## config.mk

```make
export PLATFORM = sky130hd
export DESIGN_NAME = tri_mode_timer
export DESIGN_NICKNAME = d
export VERILOG_FILES = /design/src/rtl/tmr_pkg.sv /design/src/rtl/tmr_edge_sync.sv /design/src/rtl/tmr_bus.sv /design/src/rtl/tmr_core.sv /design/src/rtl/tri_mode_timer.sv
export SDC_FILE = /design/constraint.sdc
export NUM_CORES = 1
export LEC_CHECK = 0
export BUFFER_PORTS_ARGS = -buffer_cell sky130_fd_sc_hd__buf_2
export CORE_UTILIZATION = 35
export DETAILED_ROUTE_END_ITERATION = 10
export GPL_TIMING_DRIVEN = 0
export SKIP_CTS_REPAIR_TIMING = 1
export SLEW_MARGIN = 20
export SYNTH_ARGS = -nofsm -noshare
export SYNTH_HDL_FRONTEND = slang
export SYNTH_SLANG_ARGS = --single-unit
```

## constraint.sdc

```tcl
create_clock -name clk -period 2.55 [get_ports clk]
set_input_delay 0.51 -clock clk [delete_from_list [all_inputs] [get_ports clk]]
set_output_delay 0.51 -clock clk [all_outputs]
set_load 0.05 [all_outputs]
```

## src/rtl/tmr_pkg.sv

```systemverilog
package tmr_pkg;

    localparam int CTRL_W = 6;
    localparam int PEND_W = 2;

    typedef enum logic [2:0] {
        MODE_IDLE     = 3'd0,
        MODE_PWM      = 3'd1,
        MODE_EVT_RISE = 3'd2,
        MODE_EVT_FALL = 3'd3,
        MODE_CAPT     = 3'd4
    } tmr_mode_e;

    typedef enum logic [2:0] {
        ADR_CNT  = 3'd0,
        ADR_RA   = 3'd1,
        ADR_RB   = 3'd2,
        ADR_CTRL = 3'd3,
        ADR_PEND = 3'd4
    } tmr_addr_e;

    typedef struct packed {
        logic       en_b;
        logic       en_a;
        logic       tog_en;
        logic [2:0] mode;
    } tmr_ctrl_t;

    function automatic tmr_mode_e decode_mode(input logic [2:0] f);
        case (f)
            3'd1:    return MODE_PWM;
            3'd2:    return MODE_EVT_RISE;
            3'd3:    return MODE_EVT_FALL;
            3'd4:    return MODE_CAPT;
            default: return MODE_IDLE;
        endcase
    endfunction

endpackage

```

## src/rtl/tmr_edge_sync.sv

```systemverilog
module tmr_edge_sync #(
    parameter int STAGES = 2
) (
    input  logic clk,
    input  logic rst_n,
    input  logic pin,
    input  logic fall_sel,
    output logic evt
);
    localparam int CW = STAGES + 1;

    typedef struct packed {
        logic [CW-1:0] chain;
    } sync_st_t;

    sync_st_t st_d, st_q;
    logic     lvl_now, lvl_old;

    always_comb begin
        st_d       = st_q;
        st_d.chain = {st_q.chain[CW-2:0], pin};
    end

    always_ff @(posedge clk or negedge rst_n) begin
        if (!rst_n) st_q <= '0;
        else        st_q <= st_d;
    end

    assign lvl_now = st_q.chain[STAGES-1];
    assign lvl_old = st_q.chain[STAGES];
    assign evt     = fall_sel ? (lvl_old & ~lvl_now) : (lvl_now & ~lvl_old);

    AST_ONE_PULSE: assert property (@(posedge clk) disable iff (!rst_n)
        evt |=> (!evt || (fall_sel != $past(fall_sel))));

endmodule

```

## src/rtl/tmr_bus.sv

```systemverilog
module tmr_bus
    import tmr_pkg::*;
#(
    parameter int WIDTH = 16
) (
    input  logic             wr_en,
    input  logic [2:0]       addr,
    input  logic [WIDTH-1:0] cnt,
    input  logic [WIDTH-1:0] reg_a,
    input  logic [WIDTH-1:0] reg_b,
    input  tmr_ctrl_t        ctrl,
    input  logic [PEND_W-1:0] pend,
    output logic             wr_cnt,
    output logic             wr_ra,
    output logic             wr_rb,
    output logic             wr_ctrl,
    output logic             wr_pend,
    output logic [WIDTH-1:0] rdata
);
    localparam int CPAD = WIDTH - CTRL_W;
    localparam int PPAD = WIDTH - PEND_W;

    tmr_addr_e sel;
    assign sel = tmr_addr_e'(addr);

    always_comb begin
        wr_cnt  = 1'b0;
        wr_ra   = 1'b0;
        wr_rb   = 1'b0;
        wr_ctrl = 1'b0;
        wr_pend = 1'b0;
        rdata   = '0;
        case (sel)
            ADR_CNT: begin
                wr_cnt = wr_en;
                rdata  = cnt;
            end
            ADR_RA: begin
                wr_ra = wr_en;
                rdata = reg_a;
            end
            ADR_RB: begin
                wr_rb = wr_en;
                rdata = reg_b;
            end
            ADR_CTRL: begin
                wr_ctrl = wr_en;
                rdata   = {{CPAD{1'b0}}, ctrl};
            end
            ADR_PEND: begin
                wr_pend = wr_en;
                rdata   = {{PPAD{1'b0}}, pend};
            end
            default: rdata = '0;
        endcase
    end

endmodule

```

## src/rtl/tmr_core.sv

```systemverilog
module tmr_core
    import tmr_pkg::*;
#(
    parameter int WIDTH = 16
) (
    input  logic              clk,
    input  logic              rst_n,
    input  logic              tick,
    input  logic              evt_a,
    input  logic              evt_b,
    input  logic              wr_cnt,
    input  logic              wr_ra,
    input  logic              wr_rb,
    input  logic              wr_ctrl,
    input  logic              wr_pend,
    input  logic [WIDTH-1:0]  wdata,
    output logic [WIDTH-1:0]  cnt,
    output logic [WIDTH-1:0]  reg_a,
    output logic [WIDTH-1:0]  reg_b,
    output tmr_ctrl_t         ctrl,
    output logic [PEND_W-1:0] pend,
    output logic              pwm_out
);
    typedef struct packed {
        logic [WIDTH-1:0]  cnt;
        logic [WIDTH-1:0]  ra;
        logic [WIDTH-1:0]  rb;
        tmr_ctrl_t         ctrl;
        logic [PEND_W-1:0] pend;
        logic              sel_b;
        logic              pwm;
    } core_st_t;

    core_st_t  st_d, st_q;
    tmr_mode_e mode;
    logic      set_a, set_b;
    logic      at_zero;
    logic      cap_a, cap_b;

    assign mode    = decode_mode(st_q.ctrl.mode);
    assign at_zero = (st_q.cnt == '0);

    always_comb begin
        st_d  = st_q;
        set_a = 1'b0;
        set_b = 1'b0;
        cap_a = 1'b0;
        cap_b = 1'b0;

        case (mode)
            MODE_PWM: begin
                if (tick) begin
                    if (at_zero) begin
                        st_d.cnt   = st_q.sel_b ? st_q.rb : st_q.ra;
                        set_a      = ~st_q.sel_b;
                        set_b      = st_q.sel_b;
                        st_d.sel_b = ~st_q.sel_b;
                        if (st_q.ctrl.tog_en) st_d.pwm = ~st_q.pwm;
                    end else begin
                        st_d.cnt = st_q.cnt - 1'b1;
                    end
                end
            end
            MODE_EVT_RISE, MODE_EVT_FALL: begin
                if (evt_a) begin
                    if (at_zero) begin
                        st_d.cnt = st_q.ra;
                        set_a    = 1'b1;
                    end else begin
                        st_d.cnt = st_q.cnt - 1'b1;
                    end
                end
                set_b = evt_b;
            end
            MODE_CAPT: begin
                if (tick) st_d.cnt = st_q.cnt - 1'b1;
                cap_a = evt_a;
                cap_b = evt_b;
                set_a = evt_a;
                set_b = evt_b;
                if (evt_a) st_d.ra = st_q.cnt;
                if (evt_b) st_d.rb = st_q.cnt;
            end
            default: st_d.cnt = st_q.cnt;
        endcase

        // software access; a capture in the same cycle takes precedence
        if (wr_cnt)          st_d.cnt = wdata;
        if (wr_ra && !cap_a) st_d.ra  = wdata;
        if (wr_rb && !cap_b) st_d.rb  = wdata;
        if (wr_ctrl) begin
            st_d.ctrl  = tmr_ctrl_t'(wdata[CTRL_W-1:0]);
            st_d.sel_b = 1'b0;
            st_d.pwm   = 1'b0;
        end
        if (wr_pend) st_d.pend = st_d.pend & ~wdata[PEND_W-1:0];
        st_d.pend = st_d.pend | {set_b, set_a};
    end

    always_ff @(posedge clk or negedge rst_n) begin
        if (!rst_n) st_q <= '0;
        else        st_q <= st_d;
    end

    assign cnt     = st_q.cnt;
    assign reg_a   = st_q.ra;
    assign reg_b   = st_q.rb;
    assign ctrl    = st_q.ctrl;
    assign pend    = st_q.pend;
    assign pwm_out = st_q.pwm;

    AST_HOLD_NO_TICK: assert property (@(posedge clk) disable iff (!rst_n)
        (mode == MODE_PWM && !tick && !wr_cnt) |=> $stable(st_q.cnt));

    AST_RELOAD_SRC: assert property (@(posedge clk) disable iff (!rst_n)
        (mode == MODE_PWM && tick && at_zero && !wr_cnt)
        |=> st_q.cnt == ($past(st_q.sel_b) ? $past(st_q.rb) : $past(st_q.ra)));

    AST_TOGGLE: assert property (@(posedge clk) disable iff (!rst_n)
        (mode == MODE_PWM && tick && at_zero && st_q.ctrl.tog_en && !wr_ctrl)
        |=> st_q.pwm != $past(st_q.pwm));

    AST_CAPTURE_A: assert property (@(posedge clk) disable iff (!rst_n)
        (mode == MODE_CAPT && evt_a) |=> (st_q.ra == $past(st_q.cnt) && st_q.pend[0]));

    AST_PEND_STICKY: assert property (@(posedge clk) disable iff (!rst_n)
        (st_q.pend[1] && !(wr_pend && wdata[1])) |=> st_q.pend[1]);

endmodule

```

## src/rtl/tri_mode_timer.sv

```systemverilog
module tri_mode_timer
    import tmr_pkg::*;
#(
    parameter int WIDTH       = 16,
    parameter int SYNC_STAGES = 2
) (
    input  logic             clk,
    input  logic             rst_n,
    input  logic             tick,
    input  logic             wr_en,
    input  logic [2:0]       addr,
    input  logic [WIDTH-1:0] wdata,
    output logic [WIDTH-1:0] rdata,
    input  logic             pin_a_in,
    input  logic             pin_b_in,
    output logic             pin_a_out,
    output logic             pin_a_oe,
    output logic             irq_a,
    output logic             irq_b
);
    localparam int NPINS = 2;

    logic [WIDTH-1:0]  cnt, reg_a, reg_b;
    tmr_ctrl_t         ctrl;
    logic [PEND_W-1:0] pend;
    logic              wr_cnt, wr_ra, wr_rb, wr_ctrl, wr_pend;
    logic [NPINS-1:0]  pins, fall_sel, evt;
    tmr_mode_e         mode;
    logic              pwm_out;

    assign mode     = decode_mode(ctrl.mode);
    assign pins     = {pin_b_in, pin_a_in};
    assign fall_sel = {1'b0, (mode == MODE_EVT_FALL)};

    for (genvar p = 0; p < NPINS; p++) begin : g_pin
        tmr_edge_sync #(.STAGES(SYNC_STAGES)) u_sync (
            .clk      (clk),
            .rst_n    (rst_n),
            .pin      (pins[p]),
            .fall_sel (fall_sel[p]),
            .evt      (evt[p])
        );
    end

    tmr_bus #(.WIDTH(WIDTH)) u_bus (
        .wr_en   (wr_en),
        .addr    (addr),
        .cnt     (cnt),
        .reg_a   (reg_a),
        .reg_b   (reg_b),
        .ctrl    (ctrl),
        .pend    (pend),
        .wr_cnt  (wr_cnt),
        .wr_ra   (wr_ra),
        .wr_rb   (wr_rb),
        .wr_ctrl (wr_ctrl),
        .wr_pend (wr_pend),
        .rdata   (rdata)
    );

    tmr_core #(.WIDTH(WIDTH)) u_core (
        .clk     (clk),
        .rst_n   (rst_n),
        .tick    (tick),
        .evt_a   (evt[0]),
        .evt_b   (evt[1]),
        .wr_cnt  (wr_cnt),
        .wr_ra   (wr_ra),
        .wr_rb   (wr_rb),
        .wr_ctrl (wr_ctrl),
        .wr_pend (wr_pend),
        .wdata   (wdata),
        .cnt     (cnt),
        .reg_a   (reg_a),
        .reg_b   (reg_b),
        .ctrl    (ctrl),
        .pend    (pend),
        .pwm_out (pwm_out)
    );

    assign pin_a_oe  = (mode == MODE_PWM);
    assign pin_a_out = pwm_out & pin_a_oe;
    assign irq_a     = pend[0] & ctrl.en_a;
    assign irq_b     = pend[1] & ctrl.en_b;

    AST_IRQ_B_GATED: assert property (@(posedge clk) disable iff (!rst_n)
        (!pend[1] || !ctrl.en_b) |-> !irq_b);

endmodule

```

# Word level (Yosys, flattened, before mapping)
# Index checks and enable logic that the tools add are counted.
[totals]
reg_bits = 64
in_bits = 25
out_inout_bits = 20
wordCells = 101
[classes]
add_sub_neg = 1
n_eq_ne = 15
n_mux = 37
n_bitwise = 14
reduce_logical = 22
[ops]
columns = ["op", "count"]
rows = [
  ["two-way mux 16 bit", 11],
  ["case mux 16 bit (5 select lines)", 1],
  ["case mux 16 bit (3 select lines)", 1],
  ["two-way mux 32 bit", 1],
  ["equality test 3 x 2 -> 1 bit (second input constant)", 6],
  ["zero test 16 bit", 1],
  ["nonzero test 2 bit", 8],
  ["subtractor 16 x 1 -> 16 bit (second input constant)", 1],
  ["two-way mux 1 bit", 15],
  ["case mux 3 bit (4 select lines)", 1],
  ["two-way mux 2 bit", 5],
  ["equality test 3 x 1 -> 1 bit (second input constant)", 3],
  ["equality test 3 bit (second input constant)", 3],
  ["AND reduction 4 bit", 2],
  ["bitwise AND 1 bit", 6],
  ["inequality test 3 x 2 -> 1 bit (second input constant)", 2],
  ["inverter 1 bit", 5],
  ["AND reduction 2 bit", 2],
  ["nonzero test 4 bit", 1],
  ["zero test 3 bit", 1],
  ["inequality test 3 bit (second input constant)", 1],
  ["case mux 1 bit (3 select lines)", 1],
  ["AND reduction 3 bit", 1],
  ["OR reduction 3 bit", 1],
  ["other kinds (7)", 9],
]

# Longest topological paths before layout
[logic_depth]
word_depth = 9
ltp_mapped = 10
ltp_nobuf = 7

# By module
# Synthesis repeated with hierarchy kept, for this count alone.
[hier_totals]
hier_cells = 493
hier_area_um2 = 4689.5
[modules_own_cells]
columns = ["mod", "instances", "cells_per_inst", "area_each_um2", "seq_area_each_um2"]
rows = [
  ["tmr_core", 1, 396, 3862.5, 1451.4],
  ["tmr_bus", 1, 79, 585.6, 0.0],
  ["tmr_edge_sync", 2, 6, 97.6, 75.1],
  ["tri_mode_timer", 1, 6, 46.3, 0.0],
]

# Least setup slack after synthesis
# No wires, ideal clock.
[synth_path]
path_type = "register -> output"
from = "register u_core.st_q (netlist bit u_core.ctrl[1])"
to = "output port pin_a_out"
t_arrival_ns = 2.350
t_required_ns = 2.040
path_slack_ns = -0.310
path_stages_with_launch = 4
n_path_buf = 1
cell_sequence = "dfrtp_1 buf_2 nor3b_1 and2_1"
[synth_between]
elab_chain_cells = 4
word_cells_on_any_way = 7
cone_classes = "eq/ne: 5; mux: 1; bitwise: 1"
[synth_rtl]
columns = ["element", "line_no", "rtl"]
rows = [
  ["start: declaration", "tmr_core.sv:34", "core_st_t st_d, st_q;"],
  ["start signal: assignment", "tmr_core.sv:102", "else st_q <= st_d;"],
  ["equality test 3 bit (tied with other cells)", "tmr_pkg.sv:30", "case (f)"],
  ["case mux 3 bit (4 select lines) *", "tmr_pkg.sv:30", ""],
  ["equality test 3 x 1 -> 1 bit *", "tri_mode_timer.sv:81", "assign pin_a_oe = (mode == MODE_PWM);"],
  ["named net pin_a_oe", "tri_mode_timer.sv:17", "output logic pin_a_oe,"],
  ["bitwise AND 1 bit *", "tri_mode_timer.sv:82", "assign pin_a_out = pwm_out & pin_a_oe;"],
  ["end: declaration", "tri_mode_timer.sv:16", "output logic pin_a_out,"],
]
# Mark *: on every way through the listed nets, which the timed path passes. The rest lies on a longest branch.

# Final worst setup path
[layout_path]
from = "input port addr[0]"
to = "output port rdata[10]"
[layout_between]
elab_chain_cells = 2
word_cells_on_any_way = 6
cone_classes = "eq/ne: 4; mux: 1; reduce/logical: 1"
[layout_rtl]
columns = ["element", "line_no", "rtl"]
rows = [
  ["start: declaration", "tri_mode_timer.sv:11", "input logic [2:0] addr,"],
  ["equality test 3 bit (tied with other cells)", "tmr_bus.sv:33", "case (sel)"],
  ["case mux 16 bit (5 select lines) *", "tmr_bus.sv:33", ""],
  ["end: declaration", "tri_mode_timer.sv:13", "output logic [WIDTH-1:0] rdata,"],
]
# Mark *: on every way between the ends. The rest lies on a longest branch, timed or not.

==> flow_summary.yaml <==
synthesis:
  synth.distinct_cells: 53
  synth_seq_cells: 64
  netlist_instances: 450
  synth_edf_count: 0
  synth_nets: 477
  async_flop_share_pct: 100
  yosysSeqAreaShare_pct: 38.6
  syn_area_um2: 4150
  syn_avg_cell_area_um2: 9.22
  synth_flop_cell: "dfrtp_1"
  yosysWarningCount: 0
sta:
  finalSetupViolCount: 0
  slew_headroom_pct: 44.7
  setup_ws_ns: 0.108
  whs_ns: 0.0355
  worst_pin_slew_ns: 0.829
  hold_viol: 0
  fmax_mhz: 409
  clock_skew_ns: 0.00516
  slew_viol_final: 0
  fin_crit_sh_pct: 95.8
  grt_setup_unrepaired: "false"
  period_minus_slack_ns: 2.44
critical_path:
  timing.rr.start: "u_core.cnt[0]"
  critPathArrivalTime_ns: 1.93
  cp-start-kind: "primary input"
  rr_endpoint: "u_core.cnt[2]"
  critPathMaxFanout: 10
  r2r_slack_ns: 0.14
  worst_setup_path_end_kind: "output port"
  worstPathRequired_ns: 2.04
  path_class: "primary input to output port"
  reg2reg_depth: 9
grt:
  antenna_found_initial: 0
  grt.overflow.total: 0
  grt_max_degree: 50
  gr-usage-all-layers_pct: 22.5
  grt_pass1_vias: 3925
  grt_first_pass_wirelength_um: 21200
placed_design:
  gp_congestion: 0.867
  io_buffers: 43
  place_inst: 637
  pre_cts_slack_ns: -0.335
  dp_hpwl_um: 9310
layout:
  drive_gt1_share_pct: 24.0
  instances_no_fill: 652
  num-fill-cells: 1109
  register_area_um2: 1600
  multi_input_area_um2: 2350
  n_antenna_cell: 0
  syn_to_final_growth_pct: 18.6
  fin_nets: 531
die:
  die-area_um2: 12300
  die_w_um: 111
  start_util_pct: 36.2
  core_area_um2: 11500
  io_pins: 45
  fp.dieH_um: 111
  fp-row-count: 39
drt:
  avgRoutedWirePerCell_um: 20.2
  first_pass_iters: 5
  routed-via-count: 3763
  viasPerCell: 5.77
  ant_nets: 0
  drt_wl_total_um: 13200
  drc_errors: 0
  drt_iter0_markers: 247
min_path:
  hold_class: "primary input to async pin"
power_and_ir_drop:
  finalPower_mw: 5.02
  leakagePower_nw: 2.00
  vdd_drop_max_v: 0.000336
  powerDensity_nw_per_um2: 1020
clock_network:
  numCtsBuffers: 9
  cts_tree: "done"
  worstSkewPairLatency_ns: 0.33
  htree_levels: 3
  cts.path.max_buffers: 2
  path_clk_slew_ns: 0.05
  root_buffer: "clkbuf_16"
  clock-sinks: 64
status:
  status: "complete, no violations"
job:
  cap_violations: 0
## worst max-delay path: stages
cell	delay (ns)
buf_2	0.20
inv_2	0.13
clkbuf_1	0.48
a31oi_1	0.23
nor2_2	0.11
buf_2	0.26
## power breakdown
part	internal (mW)	switching, mW	total [mW]
Sequential	1.40	0.365	1.76
Clock	0.862	0.441	1.30
Combinational	0.795	1.15	1.95
## synth_stat cells (all sizes together), types with 3 or more instances
cell type	number	area, um2
nor3b	4	30.0
a31oi	17	106
nor2	66	250
clkbuf	20	75.1
a211oi	6	70.1
and2	9	56.3
a2bb2oi	3	26.3
xnor2	12	105
nand3	6	30.0
nor3	11	60.1
inv	6	22.5
nor2b	6	37.5
buf	23	128
o31ai	3	22.5
mux2i	49	490
a22oi	9	67.6
mux4	4	90.1
nand2	23	88.8
mux2	9	101
nand4	7	43.8
nand2b	8	50.1
nor4	3	46.3
o22ai	11	68.8
dfrtp	64	1600
a21oi	39	195
o21ai	4	20.0
a221oi	4	60.1
## registers in the layout, indices dropped and copies added, names as in the netlist
register           cells
u_core.st_q            1
u_core.pend            2
g_pin.u_sync.st_q      6
u_core.reg_b          16
u_core.pwm_out         1
u_core.reg_a          16
u_core.cnt            16
u_core.ctrl            6
## layout make-up
type | count | share of cell area [%]
multi-input combinational | 337 | 47.7
inverter | 6 | 0.458
tap | 143 | 3.64
clock buffer | 14 | 5.77
clock inverter | 2 | 0.712
buffer | 42 | 4.20
sequential | 64 | 32.5
timing repair buffer | 44 | 4.98
## through the flow
step	TNS (ns)	utilization, %	cell area (um2)
3_5_place_dp	-4.52	40.1	4600
2_1_floorplan	-0.315	-	4170
3_3_place_gp	-3.28	39.8	4570
5_1_grt	0	42.9	4920
6_report	0	42.9	4920
4_1_cts	-3.62	42.9	4920
## cell families (layout without fill, tap and decap cells)
| group | after synthesis | count (layout) | synth area share (%) |
|---|---|---|---|
| and+or+nand+nor | 155 | 155 | 19.0 |
| AOI/OAI and AO/OA | 105 | 105 | 17.2 |
| DFF | 64 | 64 | 38.6 |
| muxes | 62 | 62 | 16.4 |
| buffers and inverters | 49 | 108 | 5.43 |
| xor gates and xnor gates | 13 | 13 | 2.74 |
| adders and majority gates | 2 | 2 | 0.603 |
## worst max-delay path by stage
stage,from,to,slack (ns),depth (start not counted)
after floorplan,addr[0],rdata[0],-0.16,4
after global placement,addr[1],rdata[10],-0.30,6
after detailed placement,addr[1],rdata[10],-0.34,6
after CTS,addr[1],rdata[10],-0.34,6
after global routing,addr[0],u_core.cnt[0],0.001,7
final,addr[0],rdata[10],0.11,6
## placed cells by master, fill, tap and decap left out, drive strengths merged, types with 2 or more instances in the layout
cell	instances
nor2	66
dfrtp	64
buf	64
mux2i	49
a21oi	39
clkbuf	36
nand2	23
a31oi	17
xnor2	12
o22ai	11
nor3	11
and2	9
a22oi	9
mux2	9
nand2b	8
nand4	7
nor2b	6
nand3	6
inv	6
a211oi	6
mux4	4
a221oi	4
nor3b	4
o21ai	4
o31ai	3
a2bb2oi	3
nor4	3
and4	2
nand3b	2
or3b	2
and3	2
o21a	2
a21o	2
o21bai	2
ha	2
## layer usage
metal	share of wire, %	wire [um]	global-route usage [%]
met2	46	6140	35.5
met1	43	5690	29.2
met4	3.4	453	11.4
met5	0	0	0
met3	6.9	917	4.59
Power figures use the tool's default switching activity.
